## src/rtl/ltrain_pkg.sv

```systemverilog
package ltrain_pkg;
  localparam int DATA_W   = 16;
  localparam int NIB_W    = 4;
  localparam int HALF_LEN = 10;
  localparam int PAIR_LEN = 2 * HALF_LEN;
  localparam int PH_W     = $clog2(PAIR_LEN);
  localparam int RUN_LEN  = 3;
  localparam int RUN_W    = $clog2(RUN_LEN + 1);
  localparam logic [DATA_W-1:0] HI_DATA = {{(DATA_W-12){1'b0}}, 12'hFFF};

  typedef struct packed {
    logic              prot;
    logic              par;
    logic              ctl;
    logic [DATA_W-1:0] data;
  } lane_t;

  localparam lane_t HI_WORD = '{prot: 1'b0, par: 1'b1, ctl: 1'b1, data: HI_DATA};

  typedef enum logic [1:0] {TX_IDLE, TX_LEAD, TX_PAT} tx_st_e;
endpackage

```

## src/rtl/ltrain_rst_sync.sv

```systemverilog
module ltrain_rst_sync (
  input  logic clk,
  input  logic rst_n,
  output logic rst_sync_n
);
  logic [1:0] sync_q;

  always_ff @(posedge clk or negedge rst_n) begin
    if (!rst_n) sync_q <= 2'b00;
    else        sync_q <= {sync_q[0], 1'b1};
  end

  assign rst_sync_n = sync_q[1];
endmodule

```

## src/rtl/ltrain_tx_seq.sv

```systemverilog
module ltrain_tx_seq
  import ltrain_pkg::*;
#(
  parameter int REP_W = 8
) (
  input  logic             clk,
  input  logic             rst_n,
  input  logic             phase_en,
  input  logic             start,
  input  logic             cfg_spi_mode,
  input  logic [REP_W-1:0] cfg_reps,
  input  logic [NIB_W-1:0] idle_nibble,
  input  logic             idle_par,
  output tx_st_e           st,
  output logic [PH_W-1:0]  ph,
  output logic [NIB_W-1:0] nib,
  output logic             lead_par
);
  tx_st_e           st_q, st_d;
  logic [PH_W-1:0]  ph_q, ph_d;
  logic [REP_W-1:0] rep_q, rep_d;
  logic [REP_W-1:0] reps_q, reps_d;
  logic [NIB_W-1:0] nib_q, nib_d;
  logic             par_q, par_d;
  logic             last_rep;

  assign last_rep = ({1'b0, rep_q} + 1'b1) == {1'b0, reps_q};

  always_comb begin
    st_d   = st_q;
    ph_d   = ph_q;
    rep_d  = rep_q;
    reps_d = reps_q;
    nib_d  = nib_q;
    par_d  = par_q;
    if (phase_en) begin
      unique case (st_q)
        TX_IDLE: begin
          if (start) begin
            reps_d = cfg_reps;
            nib_d  = idle_nibble;
            par_d  = idle_par;
            ph_d   = '0;
            rep_d  = '0;
            if (cfg_spi_mode)        st_d = TX_LEAD;
            else if (cfg_reps != '0) st_d = TX_PAT;
          end
        end
        TX_LEAD: begin
          ph_d  = '0;
          rep_d = '0;
          st_d  = (reps_q == '0) ? TX_IDLE : TX_PAT;
        end
        TX_PAT: begin
          if (ph_q == PH_W'(PAIR_LEN - 1)) begin
            ph_d = '0;
            if (last_rep) st_d = TX_IDLE;
            else          rep_d = rep_q + 1'b1;
          end else begin
            ph_d = ph_q + 1'b1;
          end
        end
        default: st_d = TX_IDLE;
      endcase
    end
  end

  always_ff @(posedge clk or negedge rst_n) begin
    if (!rst_n) begin
      st_q   <= TX_IDLE;
      ph_q   <= '0;
      rep_q  <= '0;
      reps_q <= '0;
      nib_q  <= '0;
      par_q  <= 1'b0;
    end else begin
      st_q   <= st_d;
      ph_q   <= ph_d;
      rep_q  <= rep_d;
      reps_q <= reps_d;
      nib_q  <= nib_d;
      par_q  <= par_d;
    end
  end

  assign st       = st_q;
  assign ph       = ph_q;
  assign nib      = nib_q;
  assign lead_par = par_q;

  // The idle word occupies exactly one phase
  assert_lead_once_R2: assert property (@(posedge clk) disable iff (!rst_n)
    (st_q == TX_LEAD && phase_en) |=> (st_q != TX_LEAD));
endmodule

```

## src/rtl/ltrain_pat_gen.sv

```systemverilog
module ltrain_pat_gen
  import ltrain_pkg::*;
(
  input  tx_st_e           st,
  input  logic [PH_W-1:0]  ph,
  input  logic [NIB_W-1:0] nib,
  input  logic             lead_par,
  output lane_t            lanes,
  output logic             valid
);
  always_comb begin
    unique case (st)
      TX_LEAD: begin
        lanes.prot = 1'b0;
        lanes.par  = lead_par;
        lanes.ctl  = 1'b1;
        lanes.data = {{(DATA_W-NIB_W){1'b0}}, nib};
      end
      TX_PAT:  lanes = (ph < PH_W'(HALF_LEN)) ? HI_WORD : ~HI_WORD;
      default: lanes = '0;
    endcase
    valid = (st != TX_IDLE);
  end
endmodule

```

## src/rtl/ltrain_rx_detect.sv

```systemverilog
module ltrain_rx_detect
  import ltrain_pkg::*;
(
  input  logic              clk,
  input  logic              rst_n,
  input  logic              phase_en,
  input  logic              cfg_ignore,
  input  logic              rx_ctl,
  input  logic [DATA_W-1:0] rx_data,
  output logic              seen
);
  logic [RUN_W-1:0] run_q, run_d;
  logic             seen_q, seen_d;
  logic             hit;

  assign hit = rx_ctl && (rx_data == HI_DATA);

  always_comb begin
    run_d  = run_q;
    seen_d = 1'b0;
    if (phase_en) begin
      if (cfg_ignore) begin
        run_d = '0;
      end else if (hit) begin
        if (run_q != RUN_W'(RUN_LEN)) run_d = run_q + 1'b1;
        seen_d = (run_q == RUN_W'(RUN_LEN - 1));
      end else begin
        run_d = '0;
      end
    end
  end

  always_ff @(posedge clk or negedge rst_n) begin
    if (!rst_n) begin
      run_q  <= '0;
      seen_q <= 1'b0;
    end else begin
      run_q  <= run_d;
      seen_q <= seen_d;
    end
  end

  assign seen = seen_q;

  assert_single_pulse_R9: assert property (@(posedge clk) disable iff (!rst_n)
    seen_q |=> !seen_q);
  assert_ignore_quiet_R9: assert property (@(posedge clk) disable iff (!rst_n)
    cfg_ignore |=> !seen_q);
  assert_pulse_source_R8: assert property (@(posedge clk) disable iff (!rst_n)
    $rose(seen_q) |-> ($past(rx_ctl) && $past(rx_data) == HI_DATA && $past(phase_en)));
endmodule

```

## src/rtl/ltrain_engine.sv

```systemverilog
module ltrain_engine
  import ltrain_pkg::*;
#(
  parameter int REP_W = 8
) (
  input  logic              clk,
  input  logic              rst_n,
  input  logic              phase_en,
  input  logic              start,
  input  logic              cfg_spi_mode,
  input  logic [REP_W-1:0]  cfg_reps,
  input  logic              cfg_ignore,
  input  logic [NIB_W-1:0]  idle_nibble,
  input  logic              idle_par,
  output logic              tx_prot,
  output logic              tx_par,
  output logic              tx_ctl,
  output logic [DATA_W-1:0] tx_data,
  output logic              tx_valid,
  output logic              busy,
  input  logic              rx_prot,
  input  logic              rx_par,
  input  logic              rx_ctl,
  input  logic [DATA_W-1:0] rx_data,
  output logic              rx_seen
);
  logic             rst_int_n;
  tx_st_e           st;
  logic [PH_W-1:0]  ph;
  logic [NIB_W-1:0] nib;
  logic             lead_par;
  lane_t            lanes;
  logic             valid;
  lane_t            rx_lanes;

  ltrain_rst_sync u_rst (
    .clk(clk), .rst_n(rst_n), .rst_sync_n(rst_int_n)
  );

  ltrain_tx_seq #(.REP_W(REP_W)) u_tx (
    .clk(clk), .rst_n(rst_int_n), .phase_en(phase_en), .start(start),
    .cfg_spi_mode(cfg_spi_mode), .cfg_reps(cfg_reps),
    .idle_nibble(idle_nibble), .idle_par(idle_par),
    .st(st), .ph(ph), .nib(nib), .lead_par(lead_par)
  );

  ltrain_pat_gen u_gen (
    .st(st), .ph(ph), .nib(nib), .lead_par(lead_par),
    .lanes(lanes), .valid(valid)
  );

  // Protocol and parity lanes are carried in the bundle but the detector uses only ctl/data
  assign rx_lanes = '{prot: rx_prot, par: rx_par, ctl: rx_ctl, data: rx_data};

  ltrain_rx_detect u_rx (
    .clk(clk), .rst_n(rst_int_n), .phase_en(phase_en), .cfg_ignore(cfg_ignore),
    .rx_ctl(rx_lanes.ctl), .rx_data(rx_lanes.data), .seen(rx_seen)
  );

  assign tx_prot  = lanes.prot;
  assign tx_par   = lanes.par;
  assign tx_ctl   = lanes.ctl;
  assign tx_data  = lanes.data;
  assign tx_valid = valid;
  assign busy     = valid;

  assert_hold_R1: assert property (@(posedge clk) disable iff (!rst_int_n)
    !phase_en |=> ($stable(lanes) && $stable(busy)));
  assert_half_flip_R4: assert property (@(posedge clk) disable iff (!rst_int_n)
    (st == TX_PAT && phase_en && ph == PH_W'(HALF_LEN - 1)) |=> (lanes == ~$past(lanes)));

  logic unused_rx;
  assign unused_rx = rx_lanes.prot ^ rx_lanes.par;
endmodule

```

## config.mk

```make
export PLATFORM = sky130hd
export DESIGN_NAME = ltrain_engine
export DESIGN_NICKNAME = d
export VERILOG_FILES = /design/src/rtl/ltrain_pkg.sv /design/src/rtl/ltrain_rst_sync.sv /design/src/rtl/ltrain_tx_seq.sv /design/src/rtl/ltrain_pat_gen.sv /design/src/rtl/ltrain_rx_detect.sv /design/src/rtl/ltrain_engine.sv
export SDC_FILE = /design/constraint.sdc
export NUM_CORES = 1
export LEC_CHECK = 0
export BUFFER_PORTS_ARGS = -buffer_cell sky130_fd_sc_hd__buf_2
export CAP_MARGIN = 30
export CORE_ASPECT_RATIO = 0.8
export CORE_MARGIN = 4
export CORE_UTILIZATION = 45
export DETAILED_ROUTE_END_ITERATION = 6
export PLACE_DENSITY = 0.78
export SLEW_MARGIN = 40
export SYNTH_ARGS = -nofsm -noshare
export SYNTH_HDL_FRONTEND = slang
export SYNTH_SLANG_ARGS = --single-unit
```

## constraint.sdc

```tcl
create_clock -name clk -period 2 [get_ports clk]
set_input_delay 0.2 -clock clk [delete_from_list [all_inputs] [get_ports clk]]
set_output_delay 0.2 -clock clk [all_outputs]
set_load 0.005 [all_outputs]
```

== Word level (Yosys, flattened, before mapping) ==
Index checks and enable logic that the tools add are counted.
Operators by class
  add/subtract/negate cells: 4
  order comparisons: 1
  eq/ne operators: 13
  multiplexer cells: 22
  reduce and logical (&&, ||, !) cells: 11
Operators by type and width (count)
  case mux 19 bit (2 select lines): 1
  2-to-1 mux 8 bit: 3
  case mux 8 bit (3 select lines): 1
  2-to-1 mux 19 bit: 1
  2-to-1 mux 2 bit: 9
  equality test 16 x 12 -> 1 bit (second input constant): 1
  case mux 5 bit (3 select lines): 1
  2-to-1 mux 5 bit: 2
  != test 2 bit (second input constant): 5
  AND reduction 5 bit: 2
  adder 8 x 1 -> 9 bit (second input constant): 1
  equality test 9 x 8 -> 1 bit: 1
  adder 8 x 1 -> 8 bit (second input constant): 1
  logical NOT 8 bit: 1
  nonzero test 8 bit: 1
  case mux 2 bit (3 select lines): 1
  AND reduction 3 bit: 2
  adder 5 x 1 -> 5 bit (second input constant): 1
  equality test 5 bit (second input constant): 1
  < comparator 5 x 4 -> 1 bit (second input constant): 1
  equality test 2 bit (second input constant): 2
  2-to-1 mux 1 bit: 3
  != test 3 x 2 -> 1 bit (second input constant): 1
  != test 3 bit (second input constant): 1
  7 further kinds: 7
Word-level totals
  bits in registers: 33
  input bits: 38
  output and inout bits: 22
  logic and storage cells: 60

== Depth between registers and ports, before layout ==
  word-level depth: 5
  depth in mapped cells: 10
  depth with buffers taken out: 9

== Cells and area by module ==
Synthesis repeated with hierarchy kept, for this count alone.
Unflattened totals
  cell total of the unflattened synthesis: 252
  area, all modules: 2354.8 µm²
By module, submodules not included
  ltrain_tx_seq: times used 1, cells each 191, area an instance 1795.5 µm², seq. area each 700.7 µm²
  ltrain_rx_detect: times used 1, cells each 24, area an instance 254.0 µm², seq. area each 75.1 µm²
  ltrain_pat_gen: times used 1, cells each 33, area an instance 244.0 µm², seq. area each 0.0 µm²
  ltrain_rst_sync: times used 1, cells each 3, area an instance 53.8 µm², seq. area each 50.0 µm²
  ltrain_engine: times used 1, cells each 1, area an instance 7.5 µm², seq. area each 0.0 µm²

== Worst setup path after synthesis ==
Ideal clock, no wire load.
  kind: register to register
  from: reg u_tx.rep_q[0]
  to: reg u_tx.st_q[1] (netlist: u_tx.st[1])
  setup time: 0.125 ns
  data arrival time: 2.536 ns
  required time: 1.875 ns
  setup slack: -0.661 ns
  stages on the path, launching flop included: 9
  path buffers: 0
  period minus slack after synthesis: 2.661 ns
  path through: dfrtp_1 > ha_1 > and3_1 > and3_1 > a311oi_1 > nand3_1 > a211o_1 > a2111o_1 > mux2_4
Between the ends
  cells in the longest elaborated chain, start to end: 4
RTL lines
  start: declaration: RTL line ltrain_tx_seq.sv:21  | logic [REP_W-1:0] rep_q, rep_d;
  start signal: assignment: RTL line ltrain_tx_seq.sv:79  | rep_q <= rep_d;
  adder 8 x 1 -> 9 bit: RTL line ltrain_tx_seq.sv:27  | assign last_rep = ({1'b0, rep_q} + 1'b1) == {1'b0, reps_q};
  equality test 9 x 8 -> 1 bit: RTL line ltrain_tx_seq.sv:27
  != test 2 bit (no source line)
  AND reduction 5 bit (no source line)
  end signal: assignment: RTL line ltrain_tx_seq.sv:77  | st_q <= st_d;
  end: declaration: RTL line ltrain_tx_seq.sv:19  | tx_st_e st_q, st_d;
Every way passes these cells.
A chain may end at the register's enable or synchronous reset.

== Worst setup path after layout ==
  from: reg u_tx.rep_q[1]
  to: reg u_tx.st_q[1] (netlist: u_tx.st[1])
The elaborated chain is that of the path after synthesis.

==> reports/metrics.yaml <==
run_status:
  outcome: "finished with violations"
  violations: "negative setup slack"
floorplan:
  die_y_um: 68.3
  rows: 21
  start_util_pct: 47.8
  die_w_um: 83.4
  fp.coreArea_mm2: 0.00428
  fp.dieArea_mm2: 0.00570
  boundaryPins: 60
finish:
  final-instance-count-excl-fill: 346
  layout-drive-gt1-share_pct: 45.7
  diodes: 0
  fin_util_pct: 64.7
  multi_input_area_mm2: 0.00114
  design_area_mm2: 0.00277
  areaGrowthSynthToFinish_pct: 35.4
  nets: 334
  final.fill_count: 309
  ff_latch_area_um2: 826
worst_hold_path:
  hp-class: "input port to register"
critical_path:
  path_depth: 8
  crit_start: "u_tx.rep_q[1]"
  r2r-start: "u_tx.rep_q[1]"
  crit_buf_inv: 0
  crit_slowest_cell: "dfrtp_1"
  max_stage_delay_ns: 0.41
  worstRegToRegCells: 8
  cp.required_ns: 2.18
  worstSetupEndpointType: "register"
  crit_path_end: "u_tx.st[1]"
  start_kind: "register"
  critPathKind: "register to register"
  critical_path.max_fanout: 4
  crit_chain: "ha_2 > and3_4 > and3_4 > a311oi_2 > nand3_1 > a211o_1 > a2111o_1 > mux2_4"
  r2r_slack_ns: -0.44
  arrival_ns: 2.62
  critical-path-top-delay-family: "compound AO/OA/AOI/OAI gates"
  worstReg2RegEnd: "u_tx.st[1]"
  crit_top_cell: "and3_4"
yosys:
  seq_area_frac_synth_pct: 40.3
  synth_top_family_by_area: "compound AO/OA/AOI/OAI gates"
  synth.cell_area_mm2: 0.00205
  synth_compound_area_share_pct: 17.3
  synthMuxAreaShare_pct: 9.41
  syn_inst: 209
  synth_xor_area_share_pct: 3.85
  syn_area_per_cell_um2: 9.79
  syn_nets: 255
  synth_warnings: 0
  ys_types: 43
  synthSimpleGateAreaFrac_pct: 15.9
  synthAdderAreaFrac_pct: 4.89
  yosys_register_bits: 33
sta:
  setup_slack_ns: -0.442
  finClkSkew_ns: 0.00505
  clock.fmax_mhz: 409
  rsz0062_at_grt: "true"
  fin_tns_setup_ns: -2.78
  post-route-period-util_pct: 122
  slew_violations: 0
  hold_violations: 0
  setup_viol: 10
  hold_slack_ns: 0.147
  period_needed_ns: 2.44
place:
  gp_congestion: 0.905
  placed_cells: 328
  post-place-ws_ns: -0.451
  dp_hpwl_mm: 3.64
  io_buffers: 57
  placed_cell_area_mm2: 0.00248
clock_network:
  clock-sinks: 33
  path_clk_slew_ns: 0.07
  clkLatencyLatePin_ns: 0.29
  cts_tree: "yes"
  cts_buffer_depth: 2
  numCtsBuffers: 5
  root_buffer: "clkbuf_8"
  htree_levels: 2
drt:
  drt-initial-drc-count: 170
  wirelength_mm: 5.38
  drc: 0
  ant_nets: 0
  firstDrtPassIters: 4
  vias_per_cell: 5.43
  vias: 1878
  wl_per_cell_um: 15.5
power:
  power_density_mw_per_mm2: 1170
  leakage_nw: 1.35
  netSwitchingFraction_pct: 35.5
  switching_power_mw: 1.15
  p_int_mw: 2.09
  ir_drop_v: 0.000844
  seqPwrFrac_pct: 32.9
  p_clk_share_pct: 20.3
  finalPower_mw: 3.24
  p_comb_share_pct: 46.9
global_route:
  grt_pass1_vias: 1819
  grt_pass1_wl_mm: 8.49
  gr-usage-all-layers_pct: 18.9
  grt-ovfl-total: 0
  antenna_found_initial: 0
  grt_max_degree: 32
job:
  maxCapViolCount: 0
## timing repair
item	CTS	global route
gates resized for setup	16	9
buffers inserted	7	4
endpoints found under the setup margin	16	16
endpoints found under the hold margin	2	0
hold buffers	1	0
pin swaps	17	12
## how the worst min path moves through the flow
stage                   startpoint               to  slack [ns]  cells past startpoint
finish              idle_nibble[3]      u_tx.nib[3]        0.15                      2
floorplan                    rst_n  u_rst.sync_q[0]        -0.1                      0
CTS                 idle_nibble[3]      u_tx.nib[3]        0.14                      2
global route              idle_par    u_tx.lead_par        0.14                      2
detailed placement           rst_n  u_rst.sync_q[0]       -0.01                      1
global placement             rst_n  u_rst.sync_q[1]       -0.01                      1
## worst reg2reg max path: stages, from the launching register on
cell	delay, ns
dfrtp_1	0.41
ha_2	0.20
and3_4	0.20
and3_4	0.19
a311oi_2	0.21
nand3_1	0.13
a211o_1	0.27
a2111o_1	0.41
mux2_4	0.31
## power groups by stage
stage / clock [mW] / combinational, mW / sequential, mW
after floorplan: 0 / 0.948 / 1.02
after global placement: 0 / 1.31 / 1.05
after detailed placement: 0 / 1.35 / 1.07
after CTS: 0.661 / 1.42 / 1.06
after global routing: 0.700 / 1.67 / 1.09
final: 0.658 / 1.52 / 1.07
## kinds of logic after synthesis
family	count (synthesis)
buffers and inverters	29
XOR/XNOR	9
AND/OR/NAND/NOR	62
adder cells (fa/ha/maj)	8
other	1
flip-flops	33
multiplexers	17
AO/OA/AOI/OAI	50
## placed cells by master (no fill, tap or decap), types with 2 or more instances in the layout
| master | count |
|---|---|
| a41o_1 | 5 |
| dfrtp_1 | 33 |
| a31oi_1 | 4 |
| or4_1 | 4 |
| and3_1 | 3 |
| buf_2 | 57 |
| o21a_1 | 7 |
| buf_4 | 31 |
| nand3b_1 | 2 |
| buf_6 | 6 |
| nand4_1 | 5 |
| xnor2_1 | 5 |
| a21oi_1 | 7 |
| mux2_2 | 13 |
| o21ai_0 | 7 |
| ha_1 | 5 |
| inv_1 | 6 |
| and3_4 | 4 |
| a211o_1 | 3 |
| o21ai_1 | 2 |
| nor2b_1 | 3 |
| nand3_1 | 5 |
| a22o_1 | 3 |
| nor2_1 | 12 |
| xor2_1 | 4 |
| ha_2 | 2 |
| mux2i_1 | 2 |
| mux2_4 | 2 |
| nor4_1 | 2 |
| clkbuf_8 | 6 |
| o22ai_1 | 2 |
| nand2_1 | 13 |
| o211ai_1 | 2 |
## cell usage after synthesis, drive strengths merged
library cell / count / share of area (%)
xor2: 4 / 1.7
or4: 4 / 1.5
conb: 1 / 0.18
a2111o: 1 / 0.55
nor2b: 3 / 0.92
nand3b: 2 / 0.73
a22o: 3 / 1.3
a311oi: 2 / 0.86
nand2b: 1 / 0.31
inv: 6 / 1.1
or2: 1 / 0.31
a31oi: 5 / 1.5
nor4: 2 / 0.61
dfrtp: 33 / 40
nand2: 13 / 2.4
o21ai: 9 / 2.2
nand3: 5 / 1.2
and3: 7 / 2.1
a21oi: 7 / 1.7
and2: 2 / 0.61
and4b: 1 / 0.49
a41o: 5 / 2.4
nor3: 1 / 0.24
mux2i: 2 / 0.98
mux2: 15 / 8.4
a32oi: 1 / 0.43
buf: 16 / 5.7
ha: 8 / 4.9
o211ai: 2 / 0.73
clkbuf: 7 / 1.3
a211o: 3 / 1.3
o31ai: 1 / 0.37
nand4: 5 / 1.5
nor3b: 1 / 0.37
a21boi: 1 / 0.37
xnor2: 5 / 2.1
o21a: 8 / 2.9
o22ai: 2 / 0.61
nor2: 14 / 2.6
## flip-flops by register name, summed over array words and instances (netlist names)
register / cells
u_rst.sync_q: 2
u_rx.run_q: 2
u_rx.seen: 1
u_tx.lead_par: 1
u_tx.nib: 4
u_tx.ph: 5
u_tx.rep_q: 8
u_tx.reps_q: 8
u_tx.st: 2
## final cells by class
cell class                 instances  area share [%]
clock buffer                       6            2.98
clock inverter                     2            1.35
inverter                           6           0.813
multi-input combinational        147            41.0
sequential                        33            29.8
tap                               57            2.57
timing repair buffer              95            21.5
## per-layer routing
| metal | up-vias | wire, µm | track usage [%] |
|---|---|---|---|
| met4 | 0 | 125 | 5.92 |
| met5 | - | 0 | 0 |
| met2 | 74 | 2540 | 31.8 |
| li1 | 910 | - | - |
| met3 | 14 | 383 | 5.90 |
| met1 | 880 | 2330 | 23.7 |
Note: power is estimated with default switching activity, not from simulation.
